File: src/rtl/spi_port_pkg.sv
package spi_port_pkg;
  localparam int FRAME_BITS = 16;
  localparam int PAY_W      = FRAME_BITS - 2;
  localparam int RES_BIT    = 2;

  localparam logic [PAY_W-1:0] ADDR_NOP    = 14'h0000;
  localparam logic [PAY_W-1:0] ADDR_ANGLE  = 14'h3FFF;
  localparam logic [PAY_W-1:0] ADDR_CFG    = 14'h3F20;
  localparam logic [PAY_W-1:0] ADDR_SWRST  = 14'h3C00;
  localparam logic [PAY_W-1:0] ADDR_CLRERR = 14'h3380;

  typedef enum logic [1:0] {
    RESP_ZERO  = 2'd0,
    RESP_ANGLE = 2'd1,
    RESP_CFG   = 2'd2
  } resp_sel_e;

  typedef struct packed {
    logic      rxBit;
    logic      shiftIn;
    logic      shiftOut;
    logic      loadResp;
    resp_sel_e respSel;
    logic      setErr;
    logic      clrErr;
    logic      wrCfg;
    logic      softRst;
    logic      spiRst;
  } strobes_t;
endpackage

File: src/rtl/spi_port_ctrl.sv
module spi_port_ctrl
  import spi_port_pkg::*;
#(
  parameter int SYNC_STAGES = 2
) (
  input  logic                  clk,
  input  logic                  rstN,
  input  logic                  sck,
  input  logic                  ssN,
  input  logic                  mosi,
  input  logic [FRAME_BITS-1:0] rxWord,
  output strobes_t              strb,
  output logic                  ssActive
);
  localparam int CNT_W = $clog2(FRAME_BITS) + 1;
  localparam logic [CNT_W-1:0] CNT_FULL = CNT_W'(FRAME_BITS);
  localparam logic [CNT_W-1:0] CNT_MAX  = '1;

  logic [SYNC_STAGES:0] sckSh, ssSh, mosiSh;
  logic sckNow, sckOld, ssNow, ssOld;
  logic ssFall, ssRise, sckRise, sckFall;
  logic [CNT_W-1:0] bitCnt;
  logic roseSeen, expectData, pendCfg, expNxt, pendNxt;
  logic [PAY_W-1:0] cmdAddr;
  logic cmdRead;

  always_ff @(posedge clk or negedge rstN) begin
    if (!rstN) begin
      sckSh  <= '0;
      ssSh   <= '1;
      mosiSh <= '0;
    end else begin
      sckSh  <= {sckSh[SYNC_STAGES-1:0], sck};
      ssSh   <= {ssSh[SYNC_STAGES-1:0], ssN};
      mosiSh <= {mosiSh[SYNC_STAGES-1:0], mosi};
    end
  end

  assign sckNow   = sckSh[SYNC_STAGES-1];
  assign sckOld   = sckSh[SYNC_STAGES];
  assign ssNow    = ssSh[SYNC_STAGES-1];
  assign ssOld    = ssSh[SYNC_STAGES];
  assign ssActive = ~ssNow;
  assign ssFall   = ssOld & ~ssNow;
  assign ssRise   = ~ssOld & ssNow;
  assign sckRise  = ssActive & sckNow & ~sckOld;
  assign sckFall  = ssActive & ~sckNow & sckOld;

  always_ff @(posedge clk or negedge rstN) begin
    if (!rstN) begin
      bitCnt     <= '0;
      roseSeen   <= 1'b0;
      expectData <= 1'b0;
      pendCfg    <= 1'b0;
    end else begin
      if (ssFall) begin
        bitCnt   <= '0;
        roseSeen <= 1'b0;
      end else begin
        if (sckFall && bitCnt != CNT_MAX) bitCnt <= bitCnt + 1'b1;
        if (sckRise) roseSeen <= 1'b1;
      end
      if (strb.loadResp) begin
        expectData <= expNxt;
        pendCfg    <= pendNxt;
      end
    end
  end

  assign cmdAddr = rxWord[FRAME_BITS-2:1];
  assign cmdRead = rxWord[FRAME_BITS-1];

  always_comb begin
    strb          = '0;
    strb.respSel  = RESP_ZERO;
    strb.rxBit    = mosiSh[SYNC_STAGES-1];
    strb.shiftIn  = sckFall;
    strb.shiftOut = sckRise & roseSeen;
    expNxt        = 1'b0;
    pendNxt       = 1'b0;
    if (ssRise) begin
      strb.loadResp = 1'b1;
      if (bitCnt != CNT_FULL || (^rxWord)) begin
        strb.setErr = 1'b1;
      end else if (expectData) begin
        if (pendCfg) begin
          strb.wrCfg   = 1'b1;
          strb.respSel = RESP_CFG;
        end else begin
          strb.softRst = 1'b1;
          strb.spiRst  = rxWord[RES_BIT];
        end
      end else if (cmdAddr == ADDR_NOP) begin
        strb.respSel = RESP_ZERO;
      end else if (cmdAddr == ADDR_ANGLE) begin
        if (cmdRead) strb.respSel = RESP_ANGLE;
        else         strb.setErr  = 1'b1;
      end else if (cmdAddr == ADDR_CFG) begin
        strb.respSel = RESP_CFG;
        if (!cmdRead) begin
          expNxt  = 1'b1;
          pendNxt = 1'b1;
        end
      end else if (cmdAddr == ADDR_SWRST) begin
        if (!cmdRead) expNxt = 1'b1;
      end else if (cmdAddr == ADDR_CLRERR) begin
        if (cmdRead) strb.clrErr = 1'b1;
        else         strb.setErr = 1'b1;
      end else begin
        strb.setErr = 1'b1;
      end
    end
  end

  // frame-end actions never combine
  p_excl_actions_r10: assert property (@(posedge clk) disable iff (!rstN)
    $onehot0({strb.wrCfg, strb.softRst, strb.clrErr, strb.setErr}));

  // no shifting on the cycle the frame closes
  p_no_shift_at_end_r2: assert property (@(posedge clk) disable iff (!rstN)
    strb.loadResp |-> !(strb.shiftOut || strb.shiftIn));
endmodule

File: src/rtl/spi_port_dp.sv
module spi_port_dp
  import spi_port_pkg::*;
#(
  parameter int   ANGLE_W   = 10,
  parameter logic CFG_RESET = 1'b0
) (
  input  logic                  clk,
  input  logic                  rstN,
  input  strobes_t              strb,
  input  logic [ANGLE_W-1:0]    angle,
  input  logic                  alarmLo,
  input  logic                  alarmHi,
  output logic [FRAME_BITS-1:0] rxWord,
  output logic                  txMsb,
  output logic                  intMode,
  output logic                  softRstPulse
);
  localparam int PAD_W = PAY_W - ANGLE_W - 2;

  logic [FRAME_BITS-1:0] rxReg, txReg, respWord;
  logic                  errFlag, errNxt, cfgReg, cfgNxt;
  logic [PAY_W-1:0]      payload, angleWord;

  generate
    if (PAD_W > 0) begin : g_pad
      assign angleWord = {{PAD_W{1'b0}}, alarmLo, alarmHi, angle};
    end else begin : g_nopad
      assign angleWord = {alarmLo, alarmHi, angle};
    end
  endgenerate

  always_comb begin
    errNxt = errFlag;
    if (strb.spiRst)      errNxt = 1'b0;
    else if (strb.setErr) errNxt = 1'b1;
    else if (strb.clrErr) errNxt = 1'b0;
    cfgNxt = cfgReg;
    if (strb.spiRst)     cfgNxt = CFG_RESET;
    else if (strb.wrCfg) cfgNxt = rxReg[RES_BIT];
    case (strb.respSel)
      RESP_ANGLE: payload = angleWord;
      RESP_CFG:   payload = {{(PAY_W-1){1'b0}}, cfgNxt};
      default:    payload = '0;
    endcase
    respWord = {payload, errNxt, ^{payload, errNxt}};
  end

  always_ff @(posedge clk or negedge rstN) begin
    if (!rstN) begin
      rxReg        <= '0;
      txReg        <= '0;
      errFlag      <= 1'b0;
      cfgReg       <= CFG_RESET;
      softRstPulse <= 1'b0;
    end else begin
      if (strb.shiftIn) rxReg <= {rxReg[FRAME_BITS-2:0], strb.rxBit};
      if (strb.loadResp)      txReg <= respWord;
      else if (strb.shiftOut) txReg <= {txReg[FRAME_BITS-2:0], 1'b0};
      if (strb.loadResp) begin
        errFlag <= errNxt;
        cfgReg  <= cfgNxt;
      end
      softRstPulse <= strb.softRst;
    end
  end

  assign rxWord  = rxReg;
  assign txMsb   = txReg[FRAME_BITS-1];
  assign intMode = cfgReg;

  // a raised error is visible the next cycle
  p_err_set_r5: assert property (@(posedge clk) disable iff (!rstN)
    strb.setErr |=> errFlag);

  // the flag holds unless cleared or reset
  p_err_sticky_r8: assert property (@(posedge clk) disable iff (!rstN)
    (errFlag && !strb.clrErr && !strb.spiRst) |=> errFlag);

  // loaded responses carry even parity
  p_resp_parity_r11: assert property (@(posedge clk) disable iff (!rstN)
    strb.loadResp |=> (^txReg == 1'b0));

  // configuration changes only on a write or interface reset
  p_cfg_hold_r4: assert property (@(posedge clk) disable iff (!rstN)
    (!strb.wrCfg && !strb.spiRst) |=> $stable(cfgReg));
endmodule

File: src/rtl/spi_reg_port.sv
module spi_reg_port
  import spi_port_pkg::*;
#(
  parameter int   SYNC_STAGES = 2,
  parameter int   ANGLE_W     = 10,
  parameter logic CFG_RESET   = 1'b0
) (
  input  logic               clk,
  input  logic               rstN,
  input  logic               sck,
  input  logic               ssN,
  input  logic               mosi,
  input  logic [ANGLE_W-1:0] angle,
  input  logic               alarmLo,
  input  logic               alarmHi,
  output logic               miso,
  output logic               misoOe,
  output logic               intMode,
  output logic               softRstPulse
);
  strobes_t              strb;
  logic                  ssActive, txMsb;
  logic [FRAME_BITS-1:0] rxWord;

  spi_port_ctrl #(.SYNC_STAGES(SYNC_STAGES)) i_ctrl (
    .clk(clk), .rstN(rstN), .sck(sck), .ssN(ssN), .mosi(mosi),
    .rxWord(rxWord), .strb(strb), .ssActive(ssActive)
  );

  spi_port_dp #(.ANGLE_W(ANGLE_W), .CFG_RESET(CFG_RESET)) i_dp (
    .clk(clk), .rstN(rstN), .strb(strb), .angle(angle),
    .alarmLo(alarmLo), .alarmHi(alarmHi), .rxWord(rxWord),
    .txMsb(txMsb), .intMode(intMode), .softRstPulse(softRstPulse)
  );

  assign misoOe = ssActive;
  assign miso   = ssActive & txMsb;
endmodule

File: config.mk
export PLATFORM = sky130hd
export DESIGN_NAME = spi_reg_port
export DESIGN_NICKNAME = d
export VERILOG_FILES = /design/src/rtl/spi_port_pkg.sv /design/src/rtl/spi_port_ctrl.sv /design/src/rtl/spi_port_dp.sv /design/src/rtl/spi_reg_port.sv
export SDC_FILE = /design/constraint.sdc
export NUM_CORES = 1
export LEC_CHECK = 0
export BUFFER_PORTS_ARGS = -buffer_cell sky130_fd_sc_hd__buf_2
export CAP_MARGIN = 5
export CORE_ASPECT_RATIO = 0.5
export CORE_UTILIZATION = 23
export CTS_CLUSTER_DIAMETER = 200
export DETAILED_ROUTE_END_ITERATION = 10
export MAX_ROUTING_LAYER = met4
export PLACE_DENSITY = 0.4
export SKIP_CTS_REPAIR_TIMING = 1
export SLEW_MARGIN = 40
export SYNTH_ARGS = -nofsm -noshare
export SYNTH_HDL_FRONTEND = slang
export SYNTH_HIERARCHICAL = 1
export SYNTH_SLANG_ARGS = --single-unit
File: constraint.sdc
create_clock -name clk -period 7.42 [get_ports clk]
set_input_delay 0.371 -clock clk [delete_from_list [all_inputs] [get_ports clk]]
set_output_delay 0.371 -clock clk [all_outputs]
set_load 0.02 [all_outputs]
# Word-level counts from Yosys, hierarchy flattened
# Index checks and enable logic that the tools add are counted.
# totals
reg_bits,51
latch_bits,0
mem_bits_rw,0
rom_bits,0
output_inout_bits,4
mem_count,0
# classes
add_sub_neg,1
n_mul,0
n_div,0
order_cmp,0
n_eq_ne,8
n_shift,0
n_mux,47
bitwise_logic,12
n_reduce_logical,8
# ops
operator,n
"14-bit == test, second input constant",4
16-bit 2-to-1 mux,2
1-bit 2-to-1 mux,28
12-bit one-hot mux with 2 select lines,1
2-bit 2-to-1 mux,10
16-bit XOR reduction,1
15-bit XOR reduction,1
14-bit zero test,1
5-bit 2-to-1 mux,2
"5-bit != test, second input constant",2
1-bit bitwise AND,8
8-bit 2-to-1 mux,1
3-bit 2-to-1 mux,2
2-bit nonzero test,3
"5-bit by 1-bit adder with 5-bit output, second input constant",1
4-bit 2-to-1 mux,1
1-bit inverter,4
"2-bit by 1-bit == test with 1-bit output, second input constant",1
"2-bit == test, second input constant",1
1-bit logical AND,1
1-bit logical OR,1

# Depth between registers and ports, before layout
# Gate-level depths: netlist of the first run.
# logic_depth
word_depth,14
mapped_depth,15
ltp_nobuf,14

# Cells and area by module
# Netlist of the first run, hierarchy kept.
# modules_own_cells
mod,n_inst,cells_per_inst,area_each_um2
spi_port_dp,1,140,1681.6
spi_port_ctrl,1,103,985.9
spi_reg_port,1,1,6.3

# Worst setup path after synthesis of the first run
# OpenSTA, ideal clock, no wires.
# synth_path
path_type,flip-flop to flip-flop
from,reg i_dp.rxReg[9] (netlist: i_dp/rxWord[9])
to,reg i_dp.txReg[0]
setup_ns,0.118
arrival_time_ns,2.547
path_slack_ns,4.755
path_stages_with_launch,15
cell_sequence,dfrtp_1 xnor2_1 xnor2_2 xnor2_1 xnor2_1 and2_1 and4_1 ha_1 buf_6 inv_1 or2_1 mux2i_1 xnor2_1 xnor2_1 a21o_1
# synth_rtl
item,line,source
start: declaration,spi_port_dp.sv:20,"logic [FRAME_BITS-1:0] rxReg, txReg, respWord;"
start signal: assignment,spi_port_dp.sv:56,"if (strb.shiftIn) rxReg <= {rxReg[FRAME_BITS-2:0], strb.rxBit};"
end signal: assignment,spi_port_dp.sv:57,if (strb.loadResp) txReg <= respWord;
end signal: assignment,spi_port_dp.sv:58,"else if (strb.shiftOut) txReg <= {txReg[FRAME_BITS-2:0], 1'b0};"
end: declaration,spi_port_dp.sv:20,

==> results_dict.tcl, run 1 <==
set metrics [dict create \
    status "completed" \
    detail-route-antenna-nets 0 \
    cts.sinks 51 \
    swShare 0.307 \
    setup_tns_ps 0 \
    relSlewSlack 0.551 \
    crit_start "i_dp/rxWord[9]" \
    synth-async-reset-ratio 1.00 \
    fin_crit_ps 3200 \
    power_w 0.000761 \
    drt_iter0_drc 87 \
    antenna_found_initial 0 \
    worst-endpoint-arrival_ps 3380 \
    drive_gt1_frac 0.218 \
    max_freq_mhz 313 \
    hpwl_mm 3.62 \
    area_growth_pct 14.1 \
    num-fill-cells 1184 \
    row_count 27 \
    final_util 0.274 \
    wire_per_inst_um 12.4 \
    hold_viol 0 \
    die_w_um 154 \
    dpl_cell_area_mm2 0.00289 \
    ys_seq_area_frac 0.479 \
    setup_violations 0 \
    port_buffers 20 \
    worstPathRequired_ps 7610 \
    drt_wl_total_mm 5.05 \
    ir_drop_uv 91.8 \
    drc_errors 0 \
    root_buffer "clkbuf_16" \
    worst_pin_slew_ps 673 \
    grt.total_usage 0.0944 \
    fin_nets 283 \
    initial_core_util 0.240 \
    ys_types 42 \
    r2r_start "i_dp/rxWord[9]" \
    numCtsBuffers 5 \
    cts_tree "yes" \
    p_comb_frac 0.226 \
    num_vias 1772 \
    intPower_w 0.000527 \
    synth_edf_count 0 \
    fin_area_mm2 0.00305 \
    grt_pass1_vias 1741 \
    syn_nets 266 \
    grt_max_degree 52 \
    syn_avg_cell_area_um2 11.0 \
    netlist_area_mm2 0.00267 \
    whs_ps 163 \
    critPathMaxFanout 17 \
    rrSetupSlack_ps 4220 \
    yosysWarnings 6 \
    via_per_inst 4.35 \
    p_sw_w 0.000234 \
    coreArea_mm2 0.0111 \
    p_per_area_mw_per_mm2 249 \
    rr_endpoint "i_dp/txReg[0]" \
    reg2reg_depth 13 \
    rsz0062_at_grt "no" \
    die_area_mm2 0.0121 \
    crit_end "i_dp/txReg[0]" \
    cts_buffer_depth 2 \
    grt_overflow 0 \
    grt_pass1_wl_mm 8.78 \
    cp-end-kind "register" \
    die_h_um 78.2 \
    htree_levels 2 \
    fin_worst_skew_ps 6.67 \
    synthCells 244 \
    clock_latency_ps 300 \
    antenna_cells 0 \
    start_kind "register" \
    min_path_type "input pin to register" \
    crit_type "register to register" \
    leakage_nw 1.28 \
    gp_congestion 0.787 \
    max_cap_viol_count 0 \
    fin_crit_sh 0.431 \
    synth_ff_type "dfrtp_1" \
    finalMaxSlewViolations 0 \
    ys_ff_latch 51 \
    seq_power_share 0.452 \
    clk_pin_slew_ps 80 \
    dr.pass1.iters 4 \
    pin_count 21 \
    clkPwrFrac 0.322 \
]
## cell families after synthesis
| kind of cell | share of synthesized area |
|---|---|
| and+or+nand+nor | 0.148 |
| DFF | 0.479 |
| muxes | 0.135 |
| AOI/OAI and AO/OA | 0.0697 |
| xor gates and xnor gates | 0.0983 |
| buffers and inverters | 0.0473 |
| adders and majority gates | 0.0234 |
## layout make-up
type / count / area [µm²] / area share
Sequential cell: 51 / 1280 / 0.420
Inverter: 11 / 41.3 / 0.0135
Multi-Input combinational cell: 170 / 1270 / 0.418
Timing Repair Buffer: 22 / 115 / 0.0377
Clock inverter: 3 / 33.8 / 0.0111
Clock buffer: 5 / 125 / 0.0410
Tap cell: 145 / 181 / 0.0595
## Yosys cell counts (4+ instances only)
library cell  count  share of area
nand3_1          16          0.030
nor3b_1           4          0.011
nor3_1            5         0.0094
a21oi_1           4         0.0075
dfrtp_1          48           0.45
mux2i_1          18          0.067
o21ai_1           5         0.0094
xor2_1            6          0.020
xnor2_1          17          0.056
ha_1              5          0.023
clkbuf_1          6         0.0084
mux2_2           15          0.063
nor2_1           15          0.021
inv_1            11          0.015
nand2_1          12          0.017
o21ai_0          12          0.022
## registers in the layout (all words and copies together) (netlist names)
signal / cells
i_ctrl/bitCnt: 5
i_ctrl/mosiSh: 2
i_dp/errFlag: 1
i_ctrl/roseSeen: 1
i_ctrl/expectData: 1
i_dp/txReg: 16
i_ctrl/ssSh: 3
i_ctrl/pendCfg: 1
i_dp/rxWord: 16
i_ctrl/sckSh: 3
i_dp/softRstPulse: 1
i_dp/intMode: 1
## power groups by stage
stage	clock network (W)	registers [W]	logic, W
2_1_floorplan	0	0.000340	0.000145
3_3_place_gp	0	0.000350	0.000174
3_5_place_dp	0	0.000350	0.000176
4_1_cts	0.000259	0.000344	0.000176
5_1_grt	0.000269	0.000350	0.000190
6_report	0.000245	0.000344	0.000172
## metal layers
layer | GRT usage | vias up | routed length (µm)
met5 | - | - | 0
met4 | 0.0386 | 0 | 66
met3 | 0.0221 | 5 | 152
met2 | 0.138 | 21 | 2220
met1 | 0.125 | 858 | 2620
li1 | - | 888 | -
## worst min path at each step
stage	start	endpoint	depth (start not counted)
final	ssN	i_ctrl/ssSh[0]	1
after global routing	ssN	i_ctrl/ssSh[0]	1
after CTS	ssN	i_ctrl/ssSh[0]	1
after detailed placement	i_ctrl/mosiSh[0]	i_ctrl/mosiSh[1]	0
after global placement	i_ctrl/mosiSh[0]	i_ctrl/mosiSh[1]	0
after floorplan	rstN	i_ctrl/bitCnt[0]	0
## critical path, cell delays in order, from the launching register on
cell	delay, ps
dfrtp_1	460
xnor2_1	270
xnor2_2	140
xnor2_1	90
xnor2_1	280
and2_1	220
and4_1	200
ha_1	520
inv_1	70
or2_1	230
mux2i_1	180
xnor2_1	160
xnor2_1	80
a21o_1	180
## layout by cell type (no fill, tap or decap), types with 6 or more instances in the layout
cell type  synthesis  routed
mux2i_1           18      18
xor2_1             6       6
mux2_2            15      15
nand3_1           16      16
inv_1             11      10
nor2_1            15      15
o21ai_0           12      12
dfrtp_1           48      48
buf_2              0      20
xnor2_1           17      17
nand2_1           12      12
## per-stage QoR
| step | std cells | worst slack [ps] |
|---|---|---|
| after CTS | 407 | 4190 |
| after global routing | 407 | 3970 |
| final | 407 | 4220 |
| after global placement | 399 | 4300 |
| after detailed placement | 399 | 4210 |
| after floorplan | 244 | 4750 |
Power figures use the tool's default switching activity.
==> run 2: changes to the inputs <==
- PLACE_DENSITY: 0.4 -> 0.41
- clock period: 7.42 -> 2.8 ns (I/O delays scaled with it)
==> run 2 against run 1 <==
Die area is the same. Critical endpoint unchanged. Largest power group unchanged. Via count is 3.3% higher. Final cell count rose by 5.7%. Non-clock buffer count rose by 23. First-iteration DRC count decreased by 36%. Sequential power rose to 2.7 times the previous value. Utilization increased by 2.4 points. Critical path type unchanged. Critical path depth up 1.
==> results_dict.tcl, run 2 (synthesis results as in run 1) <==
set metrics [dict create \
    status "completed" \
    htree_levels 2 \
    row_count 27 \
    hold_start "angle[7]" \
    grt_pass1_vias 1791 \
    leakage_nw 1.40 \
    seq_power_share 0.427 \
    cp_slowest_cell "dfrtp_2" \
    detail-route-antenna-nets 0 \
    p_sw_w 0.000626 \
    clock_latency_ps 290 \
    max_cap_viol_count 0 \
    antenna_found_initial 0 \
    worst-endpoint-arrival_ps 2850 \
    fin_crit_ps 2660 \
    gp_congestion 0.773 \
    rsz0062_at_grt "yes" \
    max_freq_mhz 376 \
    area_growth_pct 24.1 \
    num_vias 1830 \
    fin_nets 306 \
    r2r_start "i_dp/rxWord[3]" \
    drc_errors 0 \
    via_per_inst 4.26 \
    cp-end-kind "register" \
    die_w_um 154 \
    fin_area_mm2 0.00332 \
    swShare 0.292 \
    grt.total_usage 0.0983 \
    root_buffer "clkbuf_16" \
    die_h_um 78.2 \
    cts_buffer_depth 2 \
    grt_pass1_wl_mm 9.08 \
    die_area_mm2 0.0121 \
    dr.pass1.iters 4 \
    cts.sinks 51 \
    crit_start "i_dp/rxWord[3]" \
    grt_overflow 0 \
    p_comb_frac 0.301 \
    clkPwrFrac 0.271 \
    crit_type "register to register" \
    wire_per_inst_um 12.4 \
    fin_worst_skew_ps 8.53 \
    cts_tree "yes" \
    port_buffers 20 \
    min_path_type "input pin to register" \
    p_per_area_mw_per_mm2 646 \
    numCtsBuffers 5 \
    pin_count 21 \
    cpPeakStageDelay_ps 460 \
    initial_core_util 0.240 \
    cp_cell_sequence "nor4_4 -> nand2_1 -> nor2_1 -> a31oi_1 -> a32oi_1 -> nor2b_2 -> inv_2 -> ha_4 -> inv_2 -> or2_1 -> mux2i_1 -> xnor2_1 -> xnor2_1 -> a21o_1" \
    clk_pin_slew_ps 70 \
    antenna_cells 0 \
    power_w 0.00214 \
    drt_iter0_drc 56 \
    critPathMaxFanout 7 \
    layout.cells.most_common "dfrtp_1" \
    worstPathRequired_ps 2990 \
    drive_gt1_frac 0.323 \
    hold_viol 0 \
    relSlewSlack 0.549 \
    coreArea_mm2 0.0111 \
    finalMaxSlewViolations 0 \
    setup_violations 0 \
    worst_pin_slew_ps 676 \
    drt_wl_total_mm 5.33 \
    ir_drop_uv 208 \
    dpl_cell_area_mm2 0.00303 \
    start_kind "register" \
    final_cell_mix "dfrtp_1, buf_4, buf_2" \
    intPower_w 0.00152 \
    hpwl_mm 3.82 \
    fin_crit_sh 0.950 \
    grt_max_degree 31 \
]
## run 2: cell types whose count changed in the layout (fill, tap and decap cells not counted), sizes merged
cell         previous run  this run
clkinv                  1         0
inv                    13        11
buf                    22        41
clkbuf                  5         8
dlygate4sd3             0         4
## run 2: metal layers
| layer | track usage | wire [µm] |
|---|---|---|
| met1 | 0.130 | 2730 |
| met5 | - | 0 |
| met4 | 0.0386 | 72 |
| met2 | 0.145 | 2360 |
| met3 | 0.0226 | 159 |
## run 2: layout make-up
class	count	area (µm²)
multi-input cells	170	1370
clock buffers	8	136
fillers	1141	7830
well taps	145	181
repair buffers	45	298
flip-flops and latches	51	1290
inverters	11	41.3
## run 2: power by group through the flow
stage / combinational (W) / sequential, W / clock (W)
3_5_place_dp: 0.000614 / 0.000902 / 0
5_1_grt: 0.000706 / 0.000929 / 0.000650
6_report: 0.000646 / 0.000915 / 0.000582
3_3_place_gp: 0.000619 / 0.000897 / 0
4_1_cts: 0.000613 / 0.000889 / 0.000618
2_1_floorplan: 0.000385 / 0.000900 / 0
## run 2: final timing paths
check                                        end  slack, ps  cells past startpoint
max in group asynchronous         i_ctrl/ssSh[1]       1570                      3
worst max register to register     i_dp/txReg[0]        140                     14
worst min register to register  i_ctrl/mosiSh[1]        350                      0
worst min-delay path               i_dp/txReg[9]        110                      3
worst max-delay path               i_dp/txReg[0]        140                     14
min in group asynchronous          i_dp/txReg[5]        420                      2
## run 2: per-stage QoR
stage / worst slack (ps) / hold WS [ps] / setup TNS (ps) / utilization / instances
floorplan: 135 / -156 / 0 / - / 244
detailed placement: 23.3 / 225 / 0 / 0.272 / 418
CTS: -0.703 / -97.1 / -0.703 / 0.284 / 426
global route: -78.2 / 118 / -78.2 / 0.298 / 430
finish: 140 / 115 / 0 / 0.298 / 430
global placement: 58.8 / 204 / 0 / 0.272 / 418
## run 2: critical path: cells and delay by family (launching register included)
family                     cells  cell delay, ps
AOI/OAI and AO/OA              3             550
muxes                          1             200
and+or+nand+nor                5             840
DFF                            1             460
xor gates and xnor gates       2             250
buffers and inverters          2             110
adders and majority gates      1             170
